<file path="src/rtl/sft_pkg.sv">
package sft_pkg;
  // Context that selects the default interval when the setting is zero.
  typedef enum logic [1:0] {
    CTX_NEW   = 2'd0,
    CTX_OWN   = 2'd1,
    CTX_RETRY = 2'd2
  } dflt_ctx_e;

  function automatic int unsigned max_u(input int unsigned a, input int unsigned b);
    return (a > b) ? a : b;
  endfunction
endpackage

</file>
<file path="src/rtl/sft_arm_sel.sv">
// Picks which event starts a free-time count, according to the start option.
module sft_arm_sel (
  input  logic enable,
  input  logic start_opt,
  input  logic som_req,
  input  logic tx_end,
  input  logic rx_end,
  output logic arm
);
  logic msg_end;

  assign msg_end = tx_end | rx_end;

  always_comb begin
    if (!enable)        arm = 1'b0;
    else if (start_opt) arm = msg_end;
    else                arm = som_req;
  end
endmodule

</file>
<file path="src/rtl/sft_target.sv">
// Maps the setting code (plus the default context) to a length in half-bits.
module sft_target
  import sft_pkg::*;
#(
  parameter int unsigned CODE_W    = 3,
  parameter int unsigned CNT_W     = 4,
  parameter int unsigned DEF_OWN   = 5,
  parameter int unsigned DEF_NEW   = 8,
  parameter int unsigned DEF_RETRY = 12
) (
  input  logic [CODE_W-1:0] code,
  input  logic              ctx_own_ok,
  input  logic              ctx_retry,
  output logic [CNT_W-1:0]  target
);
  localparam int unsigned NCODES = 1 << CODE_W;

  dflt_ctx_e        ctx;
  logic [CNT_W-1:0] dflt_len;
  logic [CNT_W-1:0] len_lut [NCODES];

  always_comb begin
    if (ctx_retry)       ctx = CTX_RETRY;
    else if (ctx_own_ok) ctx = CTX_OWN;
    else                 ctx = CTX_NEW;
  end

  always_comb begin
    unique case (ctx)
      CTX_RETRY: dflt_len = CNT_W'(DEF_RETRY);
      CTX_OWN:   dflt_len = CNT_W'(DEF_OWN);
      default:   dflt_len = CNT_W'(DEF_NEW);
    endcase
  end

  assign len_lut[0] = dflt_len;

  // Code n selects half a bit plus (n-1) whole bits: 2n-1 half-bits.
  for (genvar gi = 1; gi < NCODES; gi++) begin : g_lut
    assign len_lut[gi] = CNT_W'(2 * gi - 1);
  end

  assign target = len_lut[code];
endmodule

</file>
<file path="src/rtl/sft_count.sv">
// Half-bit counter: cleared when the line is low, raises the free flag at the target.
module sft_count #(
  parameter int unsigned CNT_W = 4
) (
  input  logic             clk,
  input  logic             rst_n,
  input  logic             enable,
  input  logic             arm,
  input  logic             tick,
  input  logic             bus_line,
  input  logic             tx_start,
  input  logic [CNT_W-1:0] target,
  output logic             bus_free
);
  logic             run_q;
  logic             free_q;
  logic [CNT_W-1:0] cnt_q;
  logic [CNT_W-1:0] tgt_q;
  logic [CNT_W:0]   cnt_inc;
  logic             reach;

  assign cnt_inc = {1'b0, cnt_q} + 1'b1;
  assign reach   = cnt_inc >= {1'b0, tgt_q};

  always_ff @(posedge clk or negedge rst_n) begin
    if (!rst_n) begin
      run_q  <= 1'b0;
      free_q <= 1'b0;
      cnt_q  <= '0;
      tgt_q  <= '0;
    end else if (!enable || tx_start) begin
      run_q  <= 1'b0;
      free_q <= 1'b0;
      cnt_q  <= '0;
    end else if (arm) begin
      run_q  <= 1'b1;
      free_q <= 1'b0;
      cnt_q  <= '0;
      tgt_q  <= target;
    end else if (run_q) begin
      if (!bus_line) begin
        cnt_q <= '0;
      end else if (tick) begin
        if (reach) begin
          run_q  <= 1'b0;
          free_q <= 1'b1;
          cnt_q  <= '0;
        end else begin
          cnt_q <= cnt_inc[CNT_W-1:0];
        end
      end
    end
  end

  assign bus_free = free_q;
endmodule

</file>
<file path="src/rtl/sft_timer.sv">
module sft_timer
  import sft_pkg::*;
#(
  parameter int unsigned CODE_W    = 3,
  parameter int unsigned DEF_OWN   = 5,
  parameter int unsigned DEF_NEW   = 8,
  parameter int unsigned DEF_RETRY = 12
) (
  input  logic              clk,
  input  logic              rst_n,
  input  logic              enable,
  input  logic              tick,
  input  logic              bus_line,
  input  logic [CODE_W-1:0] sft_code,
  input  logic              start_opt,
  input  logic              som_req,
  input  logic              tx_end,
  input  logic              rx_end,
  input  logic              ctx_own_ok,
  input  logic              ctx_retry,
  input  logic              tx_start,
  output logic              bus_free
);
  localparam int unsigned MAX_CODE = 2 * ((1 << CODE_W) - 1) - 1;
  localparam int unsigned MAX_HALF = max_u(max_u(MAX_CODE, DEF_OWN), max_u(DEF_NEW, DEF_RETRY));
  localparam int unsigned CNT_W    = $clog2(MAX_HALF + 1);

  logic             arm;
  logic [CNT_W-1:0] target;

  sft_arm_sel u_arm (
    .enable    (enable),
    .start_opt (start_opt),
    .som_req   (som_req),
    .tx_end    (tx_end),
    .rx_end    (rx_end),
    .arm       (arm)
  );

  sft_target #(
    .CODE_W    (CODE_W),
    .CNT_W     (CNT_W),
    .DEF_OWN   (DEF_OWN),
    .DEF_NEW   (DEF_NEW),
    .DEF_RETRY (DEF_RETRY)
  ) u_tgt (
    .code       (sft_code),
    .ctx_own_ok (ctx_own_ok),
    .ctx_retry  (ctx_retry),
    .target     (target)
  );

  sft_count #(
    .CNT_W (CNT_W)
  ) u_cnt (
    .clk      (clk),
    .rst_n    (rst_n),
    .enable   (enable),
    .arm      (arm),
    .tick     (tick),
    .bus_line (bus_line),
    .tx_start (tx_start),
    .target   (target),
    .bus_free (bus_free)
  );
endmodule

</file>
<file path="config.mk">
export PLATFORM = sky130hd
export DESIGN_NAME = sft_timer
export DESIGN_NICKNAME = d
export VERILOG_FILES = /design/src/rtl/sft_pkg.sv /design/src/rtl/sft_arm_sel.sv /design/src/rtl/sft_target.sv /design/src/rtl/sft_count.sv /design/src/rtl/sft_timer.sv
export SDC_FILE = /design/constraint.sdc
export NUM_CORES = 1
export LEC_CHECK = 0
export ABC_CLOCK_PERIOD_IN_PS = 3300
export CAP_MARGIN = 30
export CORE_MARGIN = 2
export CORE_UTILIZATION = 51
export CTS_CLUSTER_DIAMETER = 30
export DETAILED_ROUTE_END_ITERATION = 16
export PLACE_DENSITY_LB_ADDON = 0.15
export SLEW_MARGIN = 40
export SYNTH_ARGS = -nofsm -noshare
export SYNTH_HDL_FRONTEND = slang
export SYNTH_SLANG_ARGS = --single-unit
</file>
<file path="constraint.sdc">
create_clock -name clk -period 3.3 [get_ports clk]
set_input_delay 0.66 -clock clk [delete_from_list [all_inputs] [get_ports clk]]
set_output_delay 0.66 -clock clk [all_outputs]
set_load 0.02 [all_outputs]
</file>
# Yosys cells after proc, flatten, opt, wreduce, memory -nomap -nowiden
# Index checks and enable logic that the tools add are counted.
# totals
input_bits,15
out_inout_bits,1
mem_bits_rw,0
reg_bits,10
rom_bits,0
latchBits,0
n_memories,0
wordCells,48
# classes
shifts,0
bitwise_logic,3
eq_ne,3
mux,26
n_div,0
multipliers,0
add_sub_neg,1
magnitude_cmp,2
n_reduce_logical,9
# op_table
cell,count
4-bit two-way mux,8
1-bit two-way mux,15
4-bit binary-select mux with 3-bit select,1
3-bit nonzero test,4
4-bit case mux with 2 select lines,1
4-bit by 1-bit adder with 5-bit output (second input constant),1
5-bit by 4-bit >= comparator with 1-bit output,1
4-bit >= comparator (second input constant),1
4-bit by 2-bit inequality test with 1-bit output (second input constant),1
3-bit NOT with 4-bit output,1
2-bit AND reduction,2
4-bit AND reduction,1
2-bit by 1-bit equality test with 1-bit output (second input constant),1
2-bit equality test (second input constant),1
2-bit two-way mux,1
1-bit zero test,1
1-bit logical OR,1
1-bit NOT,1
1-bit OR,1

# Logic depth before layout (Yosys ltp)
# logic_depth
ltp_word,8
mapped_depth,7
mapped_depth_nobuf,7

# Modules after synthesis
# From an unflattened synthesis, not the netlist that was laid out.
# unflattened
hier_cells,72
area_unflattened_um2,732.0
# by_module_without_submodules
module,instances,seq_area_each_um2,cells_each,area_each_um2
sft_count,1,250.2,56,598.1
sft_target,1,0.0,13,120.1
sft_arm_sel,1,0.0,3,13.8

# Least setup slack after synthesis
# OpenSTA, ideal clock, no wires.
# synth_timing
path_kind,flip-flop to flip-flop
from,register u_cnt.cnt_q[0]
to,"register u_cnt.free_q, in the netlist u_cnt.bus_free"
path_stages_with_launch,8
setup_slack_ns,1.534
period_less_slack_ns,1.766
t_required_ns,3.174
arrival_time_ns,1.640
setup_ns,0.126
n_path_buf,0
path_cell_list,dfrtp_1 -> ha_1 -> xor2_1 -> ha_1 -> a211o_1 -> a21oi_2 -> a21o_1 -> o21ai_0
# synth_via
elab_chain_len,4
# synth_rtl
element,line_no,text
from (decl),sft_count.sv:17,logic [CNT_W-1:0] cnt_q;
from (signal assigned),sft_count.sv:49,cnt_q <= cnt_inc[CNT_W-1:0];
4-bit by 1-bit adder with 5-bit output,sft_count.sv:22,"assign cnt_inc = {1'b0, cnt_q} + 1'b1;"
5-bit by 4-bit >= comparator with 1-bit output,sft_count.sv:23,"assign reach = cnt_inc >= {1'b0, tgt_q};"
3-bit nonzero test (no line),-,
4-bit AND reduction (no line),-,
to (signal assigned),sft_count.sv:28,free_q <= 1'b0;
to (signal assigned),sft_count.sv:33,free_q <= 1'b0;
to (signal assigned),sft_count.sv:37,free_q <= 1'b0;
to (decl),sft_count.sv:16,logic free_q;
# Every way passes these cells.
# A chain may end at the register's enable or synchronous reset.

# Worst setup path in the final report
# layout_timing
from,input bus_line
to,register u_cnt.cnt_q[1]
# layout_via
elab_chain_len,4
elab_cells_between_ends,6
classes_between,eq/ne: 1; mux: 4; reduce/logical: 1
# layout_rtl
element,line_no,text
from (decl),sft_timer.sv:13,"input logic bus_line,"
4-bit two-way mux,sft_count.sv:41,if (!bus_line) begin
4-bit two-way mux,sft_count.sv:40,end else if (run_q) begin
4-bit two-way mux,sft_count.sv:35,end else if (arm) begin
4-bit two-way mux,sft_count.sv:31,end else if (!enable || tx_start) begin
# Several ways; a longest one is shown, not always the timed one. The select of a mux whose other input is x is not followed.

==> impl_metrics.env <==
export IMPL_hold_viol_final=0
export IMPL_cts_sink_count=10
export IMPL_hpwl_um=1010
export IMPL_insertion_delay_ns=0.27
export IMPL_ys_top_cells_by_area="dfrtp_1 36%, ha_1 14%, a21oi_1 4.3%, nand2_1 4.3%, inv_1 3.8%"
export IMPL_ys_warn_count=0
export IMPL_synth_avg_cell_area_um2=9.15
export IMPL_dr_pass1_iters=5
export IMPL_grt_max_degree=11
export IMPL_routed_via_density=5.36
export IMPL_critPathMaxFanout=6
export IMPL_synth_largest_area_cell="dfrtp_1"
export IMPL_setup_violations=0
export IMPL_place_ws_ns=1.03
export IMPL_vias=584
export IMPL_rsz0062_at_grt="no"
export IMPL_grt_pass1_vias=519
export IMPL_postRouteAntennaNets=0
export IMPL_relSlewSlack_pct=60.0
export IMPL_h_tree_depth=1
export IMPL_ir_drop_v=0.000185
export IMPL_nFillCells=105
export IMPL_finalNetCount=118
export IMPL_power_density_nw_per_um2=356
export IMPL_seq_area_um2=250
export IMPL_post_drt_wl_per_cell_um=11.5
export IMPL_synth_most_common_cell="dfrtp_1"
export IMPL_first_iter_violations=21
export IMPL_clock_skew_ns=0.00650
export IMPL_async_reset_ff_share_pct=100
export IMPL_timing_max_cap_violations=0
export IMPL_design_area_um2=890
export IMPL_crit_start="bus_line"
export IMPL_synth_edf_count=0
export IMPL_antenna_found_initial=0
export IMPL_max_freq_mhz=498
export IMPL_place_gp_congestion=0.709
export IMPL_rows=13
export IMPL_cts_resized=0
export IMPL_p_leak_uw=0.000398
export IMPL_dieArea_um2=1680
export IMPL_dieHeight_um=40.9
export IMPL_critPathArrivalTime_ns=2.17
export IMPL_yosysSeqAreaShare_pct=36.0
export IMPL_drv_slew=0
export IMPL_tightest_slew_ns=0.594
export IMPL_hold_path_class="flip-flop to flip-flop"
export IMPL_fin_crit_ns=2.01
export IMPL_fp_dieW_um=40.9
export IMPL_grt_pass1_wl_um=2010
export IMPL_r2r_slack_ns=1.34
export IMPL_syn_to_final_growth_pct=27.9
export IMPL_overflow=0
export IMPL_synthTopCellsByCount="10 x dfrtp_1, 8 x ha_1, 8 x nand2_1"
export IMPL_place_area_um2=853
export IMPL_status="finished clean"
export IMPL_insertedDiodeCount=0
export IMPL_synth_distinct_cells=30
export IMPL_drive_above_1_share_pct=9.57
export IMPL_grt_usage_pct=19.0
export IMPL_io_pins=16
export IMPL_final_core_util_pct=69.2
export IMPL_tns_ns=0
export IMPL_io_buffers=15
export IMPL_clk_pin_slew_worst_paths_ns=0.07
export IMPL_ys_flop_type="dfrtp_1"
export IMPL_crit_end="u_cnt.cnt_q[1]"
export IMPL_worstReg2RegStart="u_cnt.cnt_q[0]"
export IMPL_worstSetupEndpointType="flip-flop"
export IMPL_rr_endpoint="u_cnt.bus_free"
export IMPL_cts_tree="built"
export IMPL_core_area_um2=1280
export IMPL_fin_ws_ns=1.29
export IMPL_critPathKind="primary input to flip-flop"
export IMPL_clk_path_buf_depth=2
export IMPL_holdBufCountCts=0
export IMPL_start_util_pct=54.1
export IMPL_syn_inst=76
export IMPL_synth_top_area_share_pct=36.0
export IMPL_cts_root_buf="clkbuf_4"
export IMPL_postCtsSetupBuffers=0
export IMPL_period_share_pct=60.9
export IMPL_cts_made_buffers=3
export IMPL_multiInputGateArea_um2=408
export IMPL_rr_worst_depth=7
export IMPL_syn_area_um2=696
export IMPL_cp_start_kind="primary input"
export IMPL_cp_required_ns=3.46
export IMPL_synth_nets=99
export IMPL_wl_um=1250
export IMPL_synth_seq_cells=10
export IMPL_drc_errors=0
## metrics by stage
stage	cells	power, uW	hold slack, ns
2_1_floorplan	76	179	0.364
3_3_place_gp	105	206	0.480
3_5_place_dp	105	207	0.483
4_1_cts	109	320	0.511
5_1_grt	109	333	0.544
6_report	109	316	0.508
## worst max-delay path, cell delays in order
cell,delay [ns]
clkdlybuf4s50_1,0.50
inv_1,0.06
o21ai_0,0.49
nor3b_1,0.16
a32oi_1,0.24
nor2_1,0.05
## cell usage in the layout, fill, tap and decap left out, types with 3 or more instances in the layout
cell	count
clkbuf_4	3
nor2b_1	3
inv_1	7
nand3_1	3
nand2_1	8
a21oi_1	6
ha_1	8
clkdlybuf4s50_1	15
nor2_1	4
o21ai_0	5
dfrtp_1	10
## cells by family after synthesis
family / share of synthesized area, %
DFF: 36.0
buffers and inverters: 5.40
and+or+nand+nor: 19.8
muxes: 2.16
adders and majority gates: 14.4
AOI/OAI and AO/OA: 19.8
xor gates and xnor gates: 2.52
## power breakdown
group / leakage (uW) / switching, uW / internal [uW]
registers: 0.000128 / 4.71 / 132
clock network: 0.0000210 / 44.7 / 67.0
logic: 0.000249 / 31.0 / 37.0
## cell type report
type	count	share of cell area, %
clock buffers	4	4.08
multi-input cells	58	45.9
inverters	7	2.95
well taps	15	2.11
flip-flops and latches	10	28.1
repair buffers	15	16.9
## per-layer routing
metal | vias up | GRT usage [%] | routed length (um)
met5 | - | 0 | 0
met2 | 13 | 31.3 | 601
met3 | 2 | 3.26 | 45
met4 | 0 | 12.5 | 18
met1 | 267 | 22.2 | 583
li1 | 302 | - | -
## sequential cells by signal, indices dropped and copies added, names as in the netlist
signal	count
u_cnt.run_q	1
u_cnt.cnt_q	4
u_cnt.bus_free	1
u_cnt.tgt_q	4
## how the worst min path moves through the flow
stage                   startpoint  slack, ns             end  cells past startpoint
finish              u_cnt.bus_free       0.51  u_cnt.bus_free                      2
detailed placement  u_cnt.bus_free       0.48  u_cnt.bus_free                      2
global route        u_cnt.tgt_q[2]       0.54  u_cnt.tgt_q[2]                      1
CTS                 u_cnt.bus_free       0.51  u_cnt.bus_free                      2
floorplan                    rst_n       0.36  u_cnt.bus_free                      0
global placement    u_cnt.bus_free       0.48  u_cnt.bus_free                      2
Power figures use the tool's default switching activity.
